<file path="src/rtl/phy_gap_pkg.sv">
// Shared constants and the merged update record for the gap-count controller.
// Assumes a register of 8 bits with fixed positions for the holdoff and strobe bits.
package phy_gap_pkg;
    localparam int GAP_W   = 6;
    localparam int REG_W   = GAP_W + 2;
    localparam int RHB_POS = REG_W - 1;
    localparam int IBR_POS = REG_W - 2;

    typedef struct packed {
        logic             gap_ld;
        logic [GAP_W-1:0] gap;
        logic             rhb_ld;
        logic             rhb;
        logic             ibr;
    } upd_t;
endpackage

</file>
<file path="src/rtl/phy_gap_upd_sel.sv">
// Merges a link register write and PHY-config packet events into one update record.
// Assumes all inputs are single-cycle events; a write outranks a packet in the same cycle.
module phy_gap_upd_sel
    import phy_gap_pkg::*;
(
    input  logic             wr_en,
    input  logic [REG_W-1:0] wr_data,
    input  logic             rx_valid,
    input  logic             tx_valid,
    input  logic             r_flag,
    input  logic             r_val,
    input  logic             t_flag,
    input  logic [GAP_W-1:0] t_gap,
    output upd_t             upd
);
    logic pkt;

    // Received and transmitted packets are treated the same way.
    assign pkt = rx_valid | tx_valid;

    // Pick the update source: a write first, then a packet.
    always_comb begin
        upd = '0;
        if (wr_en) begin
            upd.gap_ld = 1'b1;
            upd.gap    = wr_data[GAP_W-1:0];
            upd.rhb_ld = 1'b1;
            upd.rhb    = wr_data[RHB_POS];
            upd.ibr    = wr_data[IBR_POS];
        end else if (pkt) begin
            upd.gap_ld = t_flag;
            upd.gap    = t_gap;
            upd.rhb_ld = r_flag;
            upd.rhb    = r_val;
        end
    end
endmodule

</file>
<file path="src/rtl/phy_gap_hist.sv">
// Counts completed bus resets since the last gap-count update and flags the
// reset that must restore the maximum gap count.
// Assumes brst_done is a one-cycle pulse; an update in the same cycle is applied first.
module phy_gap_hist #(
    parameter int LIMIT = 2
) (
    input  logic clk,
    input  logic rst_n,
    input  logic brst_done,
    input  logic gap_upd,
    output logic force_max
);
    localparam int CW = $clog2(LIMIT + 1);
    localparam logic [CW-1:0] LAST = CW'(LIMIT - 1);
    localparam logic [CW-1:0] TOP  = CW'(LIMIT);

    logic [CW-1:0] cnt_q;

    // Restore the maximum when this reset completes the run of bare resets.
    assign force_max = brst_done && !gap_upd && (cnt_q >= LAST);

    // Track the bare resets, saturating at the limit.
    always_ff @(posedge clk) begin
        if (!rst_n)
            cnt_q <= '0;
        else if (gap_upd)
            cnt_q <= brst_done ? CW'(1) : '0;
        else if (brst_done && cnt_q != TOP)
            cnt_q <= cnt_q + CW'(1);
    end

    AST_HIST_SAME_CYCLE: assert property (@(posedge clk) disable iff (!rst_n)
        (gap_upd && brst_done) |=> (cnt_q == CW'(1)));
    AST_HIST_CLEARED: assert property (@(posedge clk) disable iff (!rst_n)
        (gap_upd && !brst_done) |=> (cnt_q == '0));
    AST_HIST_RANGE: assert property (@(posedge clk) disable iff (!rst_n)
        brst_done |=> (cnt_q <= TOP));
endmodule

</file>
<file path="src/rtl/phy_gap_regs.sv">
// Holds the gap count, the root-holdoff flag and the reset request register.
// Assumes force_max and a gap load never coincide (the history block ensures this).
module phy_gap_regs
    import phy_gap_pkg::*;
(
    input  logic             clk,
    input  logic             rst_n,
    input  upd_t             upd,
    input  logic             force_max,
    output logic [GAP_W-1:0] gap_q,
    output logic             rhb_q,
    output logic             req_q
);
    // Gap count: restore the maximum, load an update, or hold.
    always_ff @(posedge clk) begin
        if (!rst_n)
            gap_q <= '1;
        else if (force_max)
            gap_q <= '1;
        else if (upd.gap_ld)
            gap_q <= upd.gap;
    end

    // Root-holdoff flag: load only on request.
    always_ff @(posedge clk) begin
        if (!rst_n)
            rhb_q <= 1'b0;
        else if (upd.rhb_ld)
            rhb_q <= upd.rhb;
    end

    // Self-clearing bus-reset request.
    always_ff @(posedge clk) begin
        if (!rst_n)
            req_q <= 1'b0;
        else
            req_q <= upd.ibr;
    end

    AST_FORCE_MAX: assert property (@(posedge clk) disable iff (!rst_n)
        force_max |=> (gap_q == '1));
    AST_GAP_HOLD: assert property (@(posedge clk) disable iff (!rst_n)
        (!upd.gap_ld && !force_max) |=> $stable(gap_q));
    AST_RHB_HOLD: assert property (@(posedge clk) disable iff (!rst_n)
        !upd.rhb_ld |=> $stable(rhb_q));
endmodule

</file>
<file path="src/rtl/phy_gap_ctrl.sv">
// Top level of the serial bus PHY gap-count controller: register writes, PHY-config
// packet updates, consecutive-reset tracking and readback.
// Assumes every event input is a one-cycle pulse in the clk domain.
module phy_gap_ctrl
    import phy_gap_pkg::*;
#(
    parameter int RESET_LIMIT = 2
) (
    input  logic             clk,
    input  logic             rst_n,
    input  logic             wr_en,
    input  logic [REG_W-1:0] wr_data,
    output logic [REG_W-1:0] rd_data,
    input  logic             pcfg_rx_valid,
    input  logic             pcfg_tx_valid,
    input  logic             pcfg_r,
    input  logic             pcfg_rhb,
    input  logic             pcfg_t,
    input  logic [GAP_W-1:0] pcfg_gap,
    input  logic             brst_done,
    output logic [GAP_W-1:0] gap_count,
    output logic             root_holdoff,
    output logic             bus_reset_req
);
    upd_t upd;
    logic force_max;

    phy_gap_upd_sel u_sel (
        .wr_en    (wr_en),
        .wr_data  (wr_data),
        .rx_valid (pcfg_rx_valid),
        .tx_valid (pcfg_tx_valid),
        .r_flag   (pcfg_r),
        .r_val    (pcfg_rhb),
        .t_flag   (pcfg_t),
        .t_gap    (pcfg_gap),
        .upd      (upd)
    );

    phy_gap_hist #(.LIMIT(RESET_LIMIT)) u_hist (
        .clk       (clk),
        .rst_n     (rst_n),
        .brst_done (brst_done),
        .gap_upd   (upd.gap_ld),
        .force_max (force_max)
    );

    phy_gap_regs u_regs (
        .clk       (clk),
        .rst_n     (rst_n),
        .upd       (upd),
        .force_max (force_max),
        .gap_q     (gap_count),
        .rhb_q     (root_holdoff),
        .req_q     (bus_reset_req)
    );

    // Readback: the strobe bit always reads as zero.
    assign rd_data = {root_holdoff, 1'b0, gap_count};

    AST_WR_LOAD: assert property (@(posedge clk) disable iff (!rst_n)
        wr_en |=> (gap_count == $past(wr_data[GAP_W-1:0])
                   && root_holdoff == $past(wr_data[RHB_POS])));
    AST_REQ_SET: assert property (@(posedge clk) disable iff (!rst_n)
        (wr_en && wr_data[IBR_POS]) |=> bus_reset_req);
    AST_REQ_CLR: assert property (@(posedge clk) disable iff (!rst_n)
        !(wr_en && wr_data[IBR_POS]) |=> !bus_reset_req);
    AST_PKT_GAP: assert property (@(posedge clk) disable iff (!rst_n)
        (!wr_en && (pcfg_rx_valid || pcfg_tx_valid) && pcfg_t)
            |=> (gap_count == $past(pcfg_gap)));
endmodule

</file>
<file path="config.mk">
export PLATFORM = sky130hd
export DESIGN_NAME = phy_gap_ctrl
export DESIGN_NICKNAME = d
export VERILOG_FILES = /design/src/rtl/phy_gap_pkg.sv /design/src/rtl/phy_gap_upd_sel.sv /design/src/rtl/phy_gap_hist.sv /design/src/rtl/phy_gap_regs.sv /design/src/rtl/phy_gap_ctrl.sv
export SDC_FILE = /design/constraint.sdc
export NUM_CORES = 1
export LEC_CHECK = 0
export BUFFER_PORTS_ARGS = -buffer_cell sky130_fd_sc_hd__buf_2
export CORE_UTILIZATION = 46
export CTS_BUF_LIST = sky130_fd_sc_hd__clkbuf_8
export CTS_CLUSTER_SIZE = 12
export DETAILED_ROUTE_END_ITERATION = 8
export PLACE_DENSITY = 0.89
export SYNTH_ARGS = -nofsm -noshare
export SYNTH_HDL_FRONTEND = slang
export SYNTH_HIERARCHICAL = 1
export SYNTH_SLANG_ARGS = --single-unit
</file>
<file path="constraint.sdc">
create_clock -name clk -period 3.6 [get_ports clk]
set_clock_uncertainty 0.05 [all_clocks]
set_input_delay 0.18 -clock clk [delete_from_list [all_inputs] [get_ports clk]]
set_output_delay 0.18 -clock clk [all_outputs]
set_load 0.02 [all_outputs]
</file>
==> impl_metrics.csv <==
group,metric,value,unit
timing,finalCritPeriodShare,38.0,%
place,gp_congestion,0.713,
global_routing,grt_max_degree,18,
power_and_ir_drop,leakagePower,0.417,nW
floorplanning,fp.dieW,39.0,um
power_and_ir_drop,vdd_drop_max,0.274,mV
logic_synthesis,syn_inst,76,
place,io_buffer_count,37,
job,maxCapViolations,0,
worst_setup_path,required,3.73,ns
cts,clk_latency,0.24,ns
cts,clock_sinks,10,
global_routing,gr-total-overflow,0,
cts,cts_root_buf,"clkbuf_8",
cts,cts_tree,"built",
global_routing,grt_pass1_wl,2090,um
layout,antenna_cells,0,
timing,rsz0062_at_grt,"no",
timing,hold_viol_final,0,
worst_setup_path,rrSetupSlack,2.33,ns
drt,wl_per_cell,11.7,um
worst_setup_path,crit_type,"input port to flip-flop",
global_routing,grt_antenna_before_repair,0,
worst_setup_path,cp-start-kind,"input port",
logic_synthesis,synth-seq-cells,10,
status,status,"finished clean",
logic_synthesis,synth_ff_type,"dfxtp_1",
drt,dr.pass1.iters,4,
place,placed_area,753,um2
timing,final-setup-viol-count,0,
logic_synthesis,syn_area_per_cell,8.28,um2
drt,drc,0,
floorplanning,num_rows,12,
worst_setup_path,cp_max_fo,10,
logic_synthesis,syn_area,629,um2
global_routing,track_usage,21.6,%
worst_setup_path,worstPathArrival,1.50,ns
global_routing,grt_pass1_vias,526,
timing,fin_crit,1.37,ns
logic_synthesis,synth_edf_count,0,
drt,drt-total-wl,1410,um
power_and_ir_drop,p_per_area,428,mW/mm2
layout,fillCellCount,107,
cts,hold_buffers,0,
cts,cts_setup_buffers,0,
drt,postRouteAntennaNets,0,
cts,cts.clk_slew.worst_paths,0.05,ns
logic_synthesis,synthArstFlopShare,0,%
layout,layout-drive-gt1-share,41.1,%
cts,clk_path_buf_depth,2,
floorplanning,placeableCoreArea,0.00119,mm2
worst_hold_path,hold_class,"input port to flip-flop",
logic_synthesis,ys_warn_count,6,
timing,setup_tns,0,ns
layout,syn2layout_area_growth,28.4,%
worst_setup_path,endpoint_kind,"flip-flop",
drt,via_count,608,
floorplanning,dieArea,0.00152,mm2
timing,max_freq,730,MHz
floorplanning,initial_core_util,53.1,%
logic_synthesis,synthesis.nets,101,
floorplanning,die_h,39.0,um
logic_synthesis,ys_seq_area_share,31.8,%
cts,cts_resized,0,
drt,drtIter0Drc,11,
logic_synthesis,ys_types,20,
layout,design_area,808,um2
cts,htreeDepth,1,
cts,cts_buffers,3,
drt,vias_per_cell,5.02,
place,place_hpwl,1070,um
timing,drv_slew,0,
layout,nets,133,
floorplanning,ios,39,
[metal layers]
metal	share of wire (%)	vias up	GRT usage [%]
met1	42	266	22.4
met2	48	27	34.6
met3	7.2	5	6.94
li1	-	310	-
met5	0	-	0
met4	2.7	0	18.1
[final timing paths]
kind,from,endpoint,cells after the start
hold reg to reg,u_hist/cnt_q[0],u_hist/cnt_q[0],2
setup / recovery,pcfg_tx_valid,u_regs/gap_q[5],6
hold / removal,rst_n,u_regs/req_q,2
setup reg to reg,u_hist/cnt_q[0],u_hist/cnt_q[1],5
[worst max-delay path, stage by stage]
cell     delay [ns]
buf_2          0.14
or2_1          0.24
a21o_1         0.36
nor3b_2        0.23
and2b_1        0.26
nand2_1        0.09
[logic make-up after synthesis]
| group | after synthesis | synth area share [%] |
|---|---|---|
| simple gates | 24 | 20.9 |
| buf+inv | 12 | 13.7 |
| mux | 8 | 12.7 |
| other cells | 1 | 0.596 |
| flops | 10 | 31.8 |
| compound gates | 19 | 16.3 |
| fa+ha+maj | 2 | 3.98 |
[synthesized netlist by cell type, drive strengths merged (2+ instances only)]
cell type  count  area share, %
a21o           2            2.4
and2           2            2.0
buf           10             13
dfxtp         10             32
ha             2            4.0
inv            2            1.2
mux2i          8             13
nand2         14            8.3
nor2           2            1.2
nor2b          2            3.2
nor3b          2            4.0
o21ai         15             12
[report_power, final]
group          total (W)  switching (W)  internal, W
Sequential      0.000125     0.00000526     0.000119
Clock           0.000141      0.0000452    0.0000962
Combinational  0.0000802      0.0000473    0.0000330
[flip-flops by register name (all words and copies together), names as in the netlist]
register      cells
u_hist/cnt_q      2
u_regs/rhb_q      1
u_regs/req_q      1
u_regs/gap_q      6
[per-stage QoR]
stage                     total power, W  setup WS, ns  util, %  hold slack [ns]  std cells
after detailed placement        0.000207          2.03     63.5            0.412        117
after global placement          0.000204          2.08     63.5            0.411        117
after floorplan                 0.000186          2.40        -            0.252         76
after CTS                       0.000351          2.24     68.1            0.166        121
after global routing            0.000363          2.14     68.1            0.196        121
final                           0.000346          2.23     68.1            0.174        121
[cell usage in the layout, fill, tap and decap left out]
master,netlist,final
a21o_1,2,2
nand2_1,14,14
inv_1,2,2
dfxtp_1,10,10
conb_1,1,1
nor2b_1,1,1
clkbuf_8,0,4
and2_1,2,2
nor2_1,2,2
o211ai_1,1,1
and2b_1,1,1
mux2i_1,8,8
buf_2,0,37
a21oi_1,1,1
nor2b_4,1,1
or2_1,1,1
o21ai_1,1,1
o21ai_0,14,14
nor3b_2,2,2
ha_1,2,2
[cell type report]
class	instances	area, um2	share of cell area (%)
well taps	14	17.5	2.17
clock buffers	4	55.1	6.81
flip-flops and latches	10	200	24.8
multi-input cells	54	343	42.4
inverters	2	7.51	0.929
repair buffers	37	185	22.9
(Power assumes the default switching activity.)
